<file path="src/rtl/sram_bridge_pkg.sv">
package sram_bridge_pkg;

    typedef enum logic [2:0] {
        IDLE     = 3'd0,
        WR_SETUP = 3'd1,
        WR_PULSE = 3'd2,
        WR_HOLD  = 3'd3,
        RD_WAIT  = 3'd4
    } xfer_state_e;

    function automatic int max2(input int a, input int b);
        return (a > b) ? a : b;
    endfunction

endpackage

</file>
<file path="src/rtl/sram_bridge_dec.sv">
module sram_bridge_dec (
    input  logic clk,
    input  logic rst_n,
    input  logic idle,
    input  logic st_bus2mdr,
    input  logic st_mdr2bus,
    input  logic st_mdr2mem,
    input  logic st_mem2mdr,
    output logic go_bus2mdr,
    output logic go_mdr2bus,
    output logic go_write,
    output logic go_read,
    output logic strobe_err
);

    localparam int N_STB = 4;

    logic [N_STB-1:0] stb_vec;
    logic             sole;
    logic             clash;
    logic             err_q;

    assign stb_vec = {st_mem2mdr, st_mdr2mem, st_mdr2bus, st_bus2mdr};

    always_comb begin
        sole       = ($countones(stb_vec) == 1);
        clash      = ($countones(stb_vec) > 1);
        go_bus2mdr = idle && sole && st_bus2mdr;
        go_mdr2bus = idle && sole && st_mdr2bus;
        go_write   = idle && sole && st_mdr2mem;
        go_read    = idle && sole && st_mem2mdr;
    end

    always_ff @(posedge clk) begin
        if (!rst_n) err_q <= 1'b0;
        else        err_q <= clash;
    end

    assign strobe_err = err_q;

    // clash is reported on the next cycle, and only then
    assert_clash_flag_R10: assert property (@(posedge clk) disable iff (!rst_n)
        ($countones(stb_vec) > 1) |=> strobe_err);
    assert_clash_clear_R10: assert property (@(posedge clk) disable iff (!rst_n)
        ($countones(stb_vec) <= 1) |=> !strobe_err);

endmodule

</file>
<file path="src/rtl/sram_bridge_fsm.sv">
module sram_bridge_fsm
    import sram_bridge_pkg::*;
#(
    parameter int WE_CYC = 2,
    parameter int RD_CYC = 2
) (
    input  logic clk,
    input  logic rst_n,
    input  logic go_write,
    input  logic go_read,
    output logic idle,
    output logic busy,
    output logic capture,
    output logic mem_we_n,
    output logic mem_oe_n,
    output logic mem_dq_oe
);

    localparam int MAX_CYC = max2(WE_CYC, RD_CYC);
    localparam int CNT_W   = $clog2(MAX_CYC + 1);
    localparam logic [CNT_W-1:0] WE_LAST = CNT_W'(WE_CYC - 1);
    localparam logic [CNT_W-1:0] RD_LAST = CNT_W'(RD_CYC - 1);

    xfer_state_e      state_q, state_d;
    logic [CNT_W-1:0] cnt_q, cnt_d;

    // next-state and counter
    always_comb begin
        state_d = state_q;
        cnt_d   = cnt_q;
        unique case (state_q)
            IDLE: begin
                cnt_d = '0;
                if (go_write)     state_d = WR_SETUP;
                else if (go_read) state_d = RD_WAIT;
            end
            WR_SETUP: begin
                cnt_d   = '0;
                state_d = WR_PULSE;
            end
            WR_PULSE: begin
                if (cnt_q == WE_LAST) begin
                    cnt_d   = '0;
                    state_d = WR_HOLD;
                end else begin
                    cnt_d = cnt_q + 1'b1;
                end
            end
            WR_HOLD: begin
                state_d = IDLE;
            end
            RD_WAIT: begin
                if (cnt_q == RD_LAST) begin
                    cnt_d   = '0;
                    state_d = IDLE;
                end else begin
                    cnt_d = cnt_q + 1'b1;
                end
            end
            default: begin
                cnt_d   = '0;
                state_d = IDLE;
            end
        endcase
    end

    // state register
    always_ff @(posedge clk) begin
        if (!rst_n) begin
            state_q <= IDLE;
            cnt_q   <= '0;
        end else begin
            state_q <= state_d;
            cnt_q   <= cnt_d;
        end
    end

    // outputs decoded from state
    always_comb begin
        idle      = 1'b0;
        capture   = 1'b0;
        mem_we_n  = 1'b1;
        mem_oe_n  = 1'b1;
        mem_dq_oe = 1'b0;
        unique case (state_q)
            IDLE:     idle = 1'b1;
            WR_SETUP: mem_dq_oe = 1'b1;
            WR_PULSE: begin
                mem_dq_oe = 1'b1;
                mem_we_n  = 1'b0;
            end
            WR_HOLD:  mem_dq_oe = 1'b1;
            RD_WAIT: begin
                mem_oe_n = 1'b0;
                capture  = (cnt_q == RD_LAST);
            end
            default:  idle = 1'b0;
        endcase
    end

    assign busy = !idle;

    // length of the current write-enable low run, for the pulse-width check
    logic [CNT_W:0] we_run_q;
    always_ff @(posedge clk) begin
        if (!rst_n)        we_run_q <= '0;
        else if (!mem_we_n) we_run_q <= we_run_q + 1'b1;
        else               we_run_q <= '0;
    end

    assert_bus_fight_R7: assert property (@(posedge clk) disable iff (!rst_n)
        !(!mem_oe_n && mem_dq_oe));
    assert_we_needs_data_R7: assert property (@(posedge clk) disable iff (!rst_n)
        !mem_we_n |-> mem_dq_oe);
    assert_data_before_we_R5: assert property (@(posedge clk) disable iff (!rst_n)
        $fell(mem_we_n) |-> $past(mem_dq_oe));
    assert_data_after_we_R5: assert property (@(posedge clk) disable iff (!rst_n)
        $rose(mem_we_n) |-> mem_dq_oe);
    assert_we_width_R5: assert property (@(posedge clk) disable iff (!rst_n)
        $rose(mem_we_n) |-> (we_run_q == (CNT_W+1)'(WE_CYC)));
    assert_start_busy_R8: assert property (@(posedge clk) disable iff (!rst_n)
        (go_write || go_read) |=> busy);

endmodule

</file>
<file path="src/rtl/sram_bridge_regs.sv">
module sram_bridge_regs #(
    parameter int DATA_W = 8,
    parameter int ADDR_W = 15
) (
    input  logic              clk,
    input  logic              rst_n,
    input  logic              idle,
    input  logic              ld_addr_lo,
    input  logic              ld_addr_hi,
    input  logic              go_bus2mdr,
    input  logic              capture,
    input  logic [DATA_W-1:0] bus_in,
    input  logic [DATA_W-1:0] mem_dq_in,
    output logic [ADDR_W-1:0] mar,
    output logic [DATA_W-1:0] mdr
);

    localparam int HI_W = ADDR_W - DATA_W;

    logic [DATA_W-1:0] mar_lo_q;
    logic [HI_W-1:0]   mar_hi_q;
    logic [DATA_W-1:0] mdr_q;

    // address register, two byte lanes
    always_ff @(posedge clk) begin
        if (!rst_n) begin
            mar_lo_q <= '0;
            mar_hi_q <= '0;
        end else if (idle) begin
            if (ld_addr_lo) mar_lo_q <= bus_in;
            if (ld_addr_hi) mar_hi_q <= bus_in[HI_W-1:0];
        end
    end

    generate
        if (HI_W < DATA_W) begin : g_spare
            logic hi_spare_unused;
            assign hi_spare_unused = ^bus_in[DATA_W-1:HI_W];
        end
    endgenerate

    // data register: from bus when idle, from memory at read capture
    always_ff @(posedge clk) begin
        if (!rst_n)          mdr_q <= '0;
        else if (capture)    mdr_q <= mem_dq_in;
        else if (go_bus2mdr) mdr_q <= bus_in;
    end

    assign mar = {mar_hi_q, mar_lo_q};
    assign mdr = mdr_q;

    assert_addr_frozen_R9: assert property (@(posedge clk) disable iff (!rst_n)
        !idle |=> $stable(mar));
    assert_data_frozen_R9: assert property (@(posedge clk) disable iff (!rst_n)
        (!idle && !capture) |=> $stable(mdr));
    assert_bus_load_R3: assert property (@(posedge clk) disable iff (!rst_n)
        go_bus2mdr |=> (mdr == $past(bus_in)));

endmodule

</file>
<file path="src/rtl/sram_bridge.sv">
module sram_bridge #(
    parameter int DATA_W = 8,
    parameter int ADDR_W = 15,
    parameter int WE_CYC = 2,
    parameter int RD_CYC = 2
) (
    input  logic              clk,
    input  logic              rst_n,
    input  logic [DATA_W-1:0] bus_in,
    output logic [DATA_W-1:0] bus_out,
    output logic              bus_oe,
    input  logic              ld_addr_lo,
    input  logic              ld_addr_hi,
    input  logic              st_bus2mdr,
    input  logic              st_mdr2bus,
    input  logic              st_mdr2mem,
    input  logic              st_mem2mdr,
    output logic [ADDR_W-1:0] mem_addr,
    input  logic [DATA_W-1:0] mem_dq_in,
    output logic [DATA_W-1:0] mem_dq_out,
    output logic              mem_dq_oe,
    output logic              mem_cs_n,
    output logic              mem_we_n,
    output logic              mem_oe_n,
    output logic              busy,
    output logic              strobe_err
);

    logic idle, capture;
    logic go_bus2mdr, go_mdr2bus, go_write, go_read;
    logic [DATA_W-1:0] mdr;

    sram_bridge_dec u_dec (
        .clk        (clk),
        .rst_n      (rst_n),
        .idle       (idle),
        .st_bus2mdr (st_bus2mdr),
        .st_mdr2bus (st_mdr2bus),
        .st_mdr2mem (st_mdr2mem),
        .st_mem2mdr (st_mem2mdr),
        .go_bus2mdr (go_bus2mdr),
        .go_mdr2bus (go_mdr2bus),
        .go_write   (go_write),
        .go_read    (go_read),
        .strobe_err (strobe_err)
    );

    sram_bridge_fsm #(
        .WE_CYC (WE_CYC),
        .RD_CYC (RD_CYC)
    ) u_fsm (
        .clk       (clk),
        .rst_n     (rst_n),
        .go_write  (go_write),
        .go_read   (go_read),
        .idle      (idle),
        .busy      (busy),
        .capture   (capture),
        .mem_we_n  (mem_we_n),
        .mem_oe_n  (mem_oe_n),
        .mem_dq_oe (mem_dq_oe)
    );

    sram_bridge_regs #(
        .DATA_W (DATA_W),
        .ADDR_W (ADDR_W)
    ) u_regs (
        .clk        (clk),
        .rst_n      (rst_n),
        .idle       (idle),
        .ld_addr_lo (ld_addr_lo),
        .ld_addr_hi (ld_addr_hi),
        .go_bus2mdr (go_bus2mdr),
        .capture    (capture),
        .bus_in     (bus_in),
        .mem_dq_in  (mem_dq_in),
        .mar        (mem_addr),
        .mdr        (mdr)
    );

    assign bus_out    = mdr;
    assign bus_oe     = go_mdr2bus;
    assign mem_dq_out = mdr;
    assign mem_cs_n   = 1'b0;

    assert_bus_drive_idle_R4: assert property (@(posedge clk) disable iff (!rst_n)
        bus_oe |-> !busy);
    assert_write_data_R5: assert property (@(posedge clk) disable iff (!rst_n)
        mem_dq_oe |-> (mem_dq_out == bus_out));

endmodule

</file>
<file path="config.mk">
export PLATFORM = sky130hd
export DESIGN_NAME = sram_bridge
export DESIGN_NICKNAME = d
export VERILOG_FILES = /design/src/rtl/sram_bridge_pkg.sv /design/src/rtl/sram_bridge_dec.sv /design/src/rtl/sram_bridge_fsm.sv /design/src/rtl/sram_bridge_regs.sv /design/src/rtl/sram_bridge.sv
export SDC_FILE = /design/constraint.sdc
export NUM_CORES = 1
export LEC_CHECK = 0
export BUFFER_PORTS_ARGS = -buffer_cell sky130_fd_sc_hd__buf_4
export CAP_MARGIN = 10
export CORE_AREA = 2 2 59 61
export CTS_CLUSTER_SIZE = 28
export DETAILED_ROUTE_END_ITERATION = 7
export DIE_AREA = 0 0 61 63
export GPL_TIMING_DRIVEN = 0
export PLACE_DENSITY = 0.8
export SETUP_SLACK_MARGIN = 0.2
export SYNTH_ARGS = -nofsm -noshare
export SYNTH_HDL_FRONTEND = slang
export SYNTH_SLANG_ARGS = --single-unit
</file>
<file path="constraint.sdc">
create_clock -name clk -period 2.5 [get_ports clk]
set_input_delay 0.125 -clock clk [delete_from_list [all_inputs] [get_ports clk]]
set_output_delay 0.125 -clock clk [all_outputs]
set_load 0.03 [all_outputs]
</file>
# Word-level counts from Yosys, hierarchy flattened
# Index checks and enable logic that the tools add are counted.
# op_classes
magnitude_cmp,1
n_reduce_logical,13
muxes,14
n_eq_ne,9
n_addsub,4
# ops
cell,count
$add 2x32->32,1
$eq 32x2->1 const B,1
$gt 32x2->1 const B,1
$mux 8,2
$mux 3,4
$pmux 3 s4,1
$eq 3x2->1 const B,2
$logic_and 1x1->1,5
$mux 1,5
$add 1x1->2,2
$ne 2x1->1 const B,2
$pmux 2 s2,1
$reduce_and 2->1,2
$eq 3x1->1 const B,1
$eq 3x3->1 const B,1
$logic_not 3->1,1
$ne 3x3->1 const B,1
$reduce_and 3->1,1
$reduce_or 3->1,1
$add 2x1->2 const B,1
$eq 2x1->1 const B,1
$mux 2,1
$reduce_bool 2->1,1
$reduce_or 2->1,1
$logic_not 1->1,1
# totals
input_bits,24
reg_bits,29
wordCells,47

# Longest topological paths before layout
# logic_depth
word_depth,8
ltp_mapped,11

# By module
# Synthesis repeated with hierarchy kept, for this count alone.
# hier_totals
cells_unflattened,171
hier_area_um2,1570.3
# modules_own_cells
mod,area_each_um2,n_inst,cells_per_inst
sram_bridge_regs,1038.5,1,103
sram_bridge_fsm,290.3,1,37
sram_bridge_dec,170.2,1,21
sram_bridge,71.3,1,10

# Least setup slack after synthesis
# OpenSTA, ideal clock, no wires.
# synth_path
path_kind,input-to-reg
startpoint,input st_mdr2mem
endpoint,"register u_regs.mdr_q[1], in the netlist u_regs.mdr[1]"
setup_ns,0.134
required_ns,2.366
n_path_buf,2
path_stages,10
setup_slack_ns,0.408
arrival_ns,1.958
path_cell_list,ha_1 > inv_1 > fa_1 > ha_1 > nor3_1 > and3_1 > buf_2 > or2_1 > buf_6 > a311oi_2
# synth_via
elab_chain_len,6
# synth_rtl
item,line,rtl
start: declaration,sram_bridge.sv:16,"input logic st_mdr2mem,"
$add 1x1->2 (implied by the code),sram_bridge_dec.sv:26,sole = ($countones(stb_vec) == 1);
$add 2x32->32 (implied by the code),sram_bridge_dec.sv:26,
$eq 32x2->1,sram_bridge_dec.sv:26,
$logic_and 1x1->1 (2 in series),sram_bridge_dec.sv:28,go_bus2mdr = idle && sole && st_bus2mdr;
$reduce_bool 2->1 (no line),--,
end signal: assignment,sram_bridge_regs.sv:45,else if (capture) mdr_q <= mem_dq_in;
end signal: assignment,sram_bridge_regs.sv:46,else if (go_bus2mdr) mdr_q <= bus_in;
end: declaration,sram_bridge_regs.sv:22,logic [DATA_W-1:0] mdr_q;
# Every way passes these cells.
# A chain may end at the register's enable or synchronous reset.

# Worst setup path after layout
# layout_path
startpoint,input st_mem2mdr
endpoint,"register u_regs.mdr_q[1], in the netlist u_regs.mdr[1]"
# layout_via
elab_chain_len,6
# layout_rtl
item,line,rtl
start: declaration,sram_bridge.sv:17,"input logic st_mem2mdr,"
$add 1x1->2 (implied by the code),sram_bridge_dec.sv:26,
$add 2x32->32 (implied by the code),sram_bridge_dec.sv:26,
$eq 32x2->1,sram_bridge_dec.sv:26,
$logic_and 1x1->1 (2 in series),sram_bridge_dec.sv:28,
$reduce_bool 2->1 (no line),--,
# Every way passes these cells.

==> results.json <==
{
  "wl_per_cell_um": 11.50,
  "globalRouteOverflowTotal": 0,
  "cts_made_buffers": 5,
  "worstSkewPairLatency_ns": 0.33,
  "n_fill_cell": 298,
  "die_y_um": 63,
  "dieArea_sq_um": 3843,
  "detail_route.iter0.violations": 49,
  "drtPass1Iterations": 4,
  "vdd_drop_max_mv": 0.3483,
  "grt_pass1_wl_um": 5195,
  "fp.dieW_um": 61,
  "drv_cap": 0,
  "setup_viol": 0,
  "grt_max_degree": 11,
  "synthesis.nets": 204,
  "clk_pin_slew_worst_paths_ns": 0.09,
  "track_usage_pct": 18.02,
  "start_kind": "input pin",
  "finalCritPeriodShare_pct": 84.55,
  "seq_area_frac_synth_pct": 40.10,
  "min_path_type": "input pin to flip-flop",
  "antenna_left": 0,
  "port_buffers": 60,
  "critPathRequiredTime_ns": 2.70,
  "yosys_warnings": 0,
  "synth.area.top_cells": "dfxtp_1 (40%), nand2_1 (14%), a311oi_2 (7.3%)",
  "worst-path-max-fanout": 9,
  "powerDensity_nw_per_um2": 714.2,
  "p_total_mw": 1.470,
  "cts_hold_buf": 0,
  "yosysUniqueCellTypes": 31,
  "ios": 62,
  "status": "finished, final reports clean",
  "gp_congestion": 0.8029,
  "yosys.area.top_type": "dfxtp_1",
  "core_sq_um": 3232,
  "area_growth_pct": 42.18,
  "fmax_ghz": 0.4731,
  "vias": 1352,
  "ys.flop_type": "dfxtp_1",
  "cts_resized": 0,
  "ys_ff_latch": 29,
  "cts.sinks": 29,
  "async_flop_share_pct": 0,
  "htree_num_levels": 2,
  "nets": 271,
  "clockBufferDepth": 2,
  "cts_root_buf": "clkbuf_4",
  "num_rows": 21,
  "antenna_found_initial": 0,
  "report.final.slew_viol_count": 0,
  "crit_path_end_kind": "flip-flop",
  "wirelength_um": 3335,
  "synth_area_per_cell_sq_um": 8.225,
  "grt_pass1_vias": 1123,
  "vias_per_cell": 4.662,
  "fin_worst_skew_ns": 0.004940,
  "drc": 0,
  "drive_above_1_share_pct": 38.52,
  "yosys.area.top_type_share_pct": 40.10,
  "tns_ns": 0,
  "power_leakage_nw": 0.9694,
  "hpwl_um": 2521,
  "syn_area_sq_um": 1448,
  "finalCriticalPeriod_ns": 2.114,
  "initial_core_util_pct": 44.79,
  "hold_viol_final": 0,
  "num_antenna_cells": 0,
  "cts_tree": "built",
  "post-cts-setup-buffers": 0,
  "synthCells": 176,
  "synth_edf_count": 0,
  "criticalPathCategory": "input pin to flip-flop",
  "arrival_ns": 2.32,
  "rsz0062_at_grt": "no"
}
[placed cells by master (no fill, tap or decap)]
cell	synthesis	final
clkbuf_4	0	5
buf_6	3	3
nand3_1	1	1
buf_2	1	1
a31oi_1	1	1
or2_1	1	1
conb_1	1	1
and3_1	3	3
dfxtp_1	29	29
inv_1	7	7
and2_4	1	1
nor2b_1	2	2
ha_1	3	3
xnor2_1	2	2
nor2_1	5	5
a221oi_1	1	1
bufinv_16	0	2
nor3b_4	1	1
fa_1	1	1
nand2_1	53	53
clkinv_1	1	1
buf_4	12	72
o32ai_1	1	1
nor3_4	1	1
or3_1	1	1
o31ai_1	1	1
nor3b_1	1	1
nor3_1	9	9
and2_1	4	4
a311oi_2	7	7
o21ai_0	1	1
a21oi_1	17	17
clkbuf_1	4	4
clkinv_2	0	1
[critical path, stage by stage]
cell and delay [ns]:
buf_4 0.12, ha_1 0.26, inv_1 0.04, fa_1 0.38
ha_1 0.28, nor3_1 0.33, and3_1 0.21, buf_2 0.20
or2_1 0.14, buf_6 0.14, a311oi_2 0.09
[worst paths after layout]
kind,start,end,slack [ns],cells after the start
min reg2reg,u_regs.mar_hi_q[0],u_regs.mar_hi_q[0],0.46,2
max,st_mem2mdr,u_regs.mdr[1],0.39,11
max reg2reg,u_fsm.state_q[0],u_regs.mdr[1],0.81,7
min,rst_n,u_regs.mdr[2],0.05,3
[Yosys cell counts, types with 2 or more instances]
| master | count |
|---|---|
| and2_1 | 4 |
| xnor2_1 | 2 |
| a21oi_1 | 17 |
| buf_6 | 3 |
| nor3_1 | 9 |
| buf_4 | 12 |
| ha_1 | 3 |
| dfxtp_1 | 29 |
| clkbuf_1 | 4 |
| and3_1 | 3 |
| nor2b_1 | 2 |
| inv_1 | 7 |
| a311oi_2 | 7 |
| nor2_1 | 5 |
| nand2_1 | 53 |
[cell families after synthesis]
| group | count (synthesis) | share of synthesized area (%) |
|---|---|---|
| flops | 29 | 40.10 |
| simple gates | 83 | 26.79 |
| buf+inv | 28 | 12.01 |
| other cells | 1 | 0.2590 |
| xor+xnor | 2 | 1.210 |
| fa+ha+maj | 4 | 3.976 |
| compound gates | 29 | 15.64 |
[registers in the layout (all words and copies together), names as in the netlist]
| name | flops |
|---|---|
| u_dec.strobe_err | 1 |
| u_fsm.cnt_q | 2 |
| u_fsm.state_q | 3 |
| u_regs.mar_hi_q | 7 |
| u_regs.mar_lo_q | 8 |
| u_regs.mdr | 8 |
[power by group]
group          total (mW)  switching, mW  internal [mW]  leakage (nW)
Sequential          0.528         0.0242          0.504         0.238
Combinational       0.463          0.268          0.195         0.677
Clock               0.479          0.169          0.310        0.0552
Total                1.47          0.462           1.01         0.969
[metal layers]
layer  GRT usage [%]  part of all wire, %  up-vias
li1                -                    -      706
met1           24.04                   44      602
met2           27.42                   49       40
met3           4.969                  5.1        4
met4           6.522                  1.3        0
met5               0                    0        -
[final cells by class]
cell class / instances / area [sq um] / share of cell area (%)
sequential: 29 / 580.6 / 28.21
clock buffer: 5 / 37.54 / 1.824
multi-input combinational: 119 / 693.2 / 33.68
inverter: 8 / 30.03 / 1.459
timing repair buffer: 60 / 450.4 / 21.88
clock inverter: 3 / 65.06 / 3.161
buffer: 20 / 143.9 / 6.991
tap: 46 / 57.56 / 2.796
[per-stage QoR]
stage	std cells	hold WS (ns)	util (%)	cell area, sq um	setup slack, ns
CTS	290	0.03842	63.69	2058	0.3929
detailed placement	282	0.3964	60.51	1956	0.03400
global placement	282	0.3856	60.51	1956	0.04185
finish	290	0.04705	63.69	2058	0.3862
floorplan	176	0.2540	-	1448	0.4082
global route	290	0.04325	63.69	2058	0.2000
(Power assumes the default switching activity.)
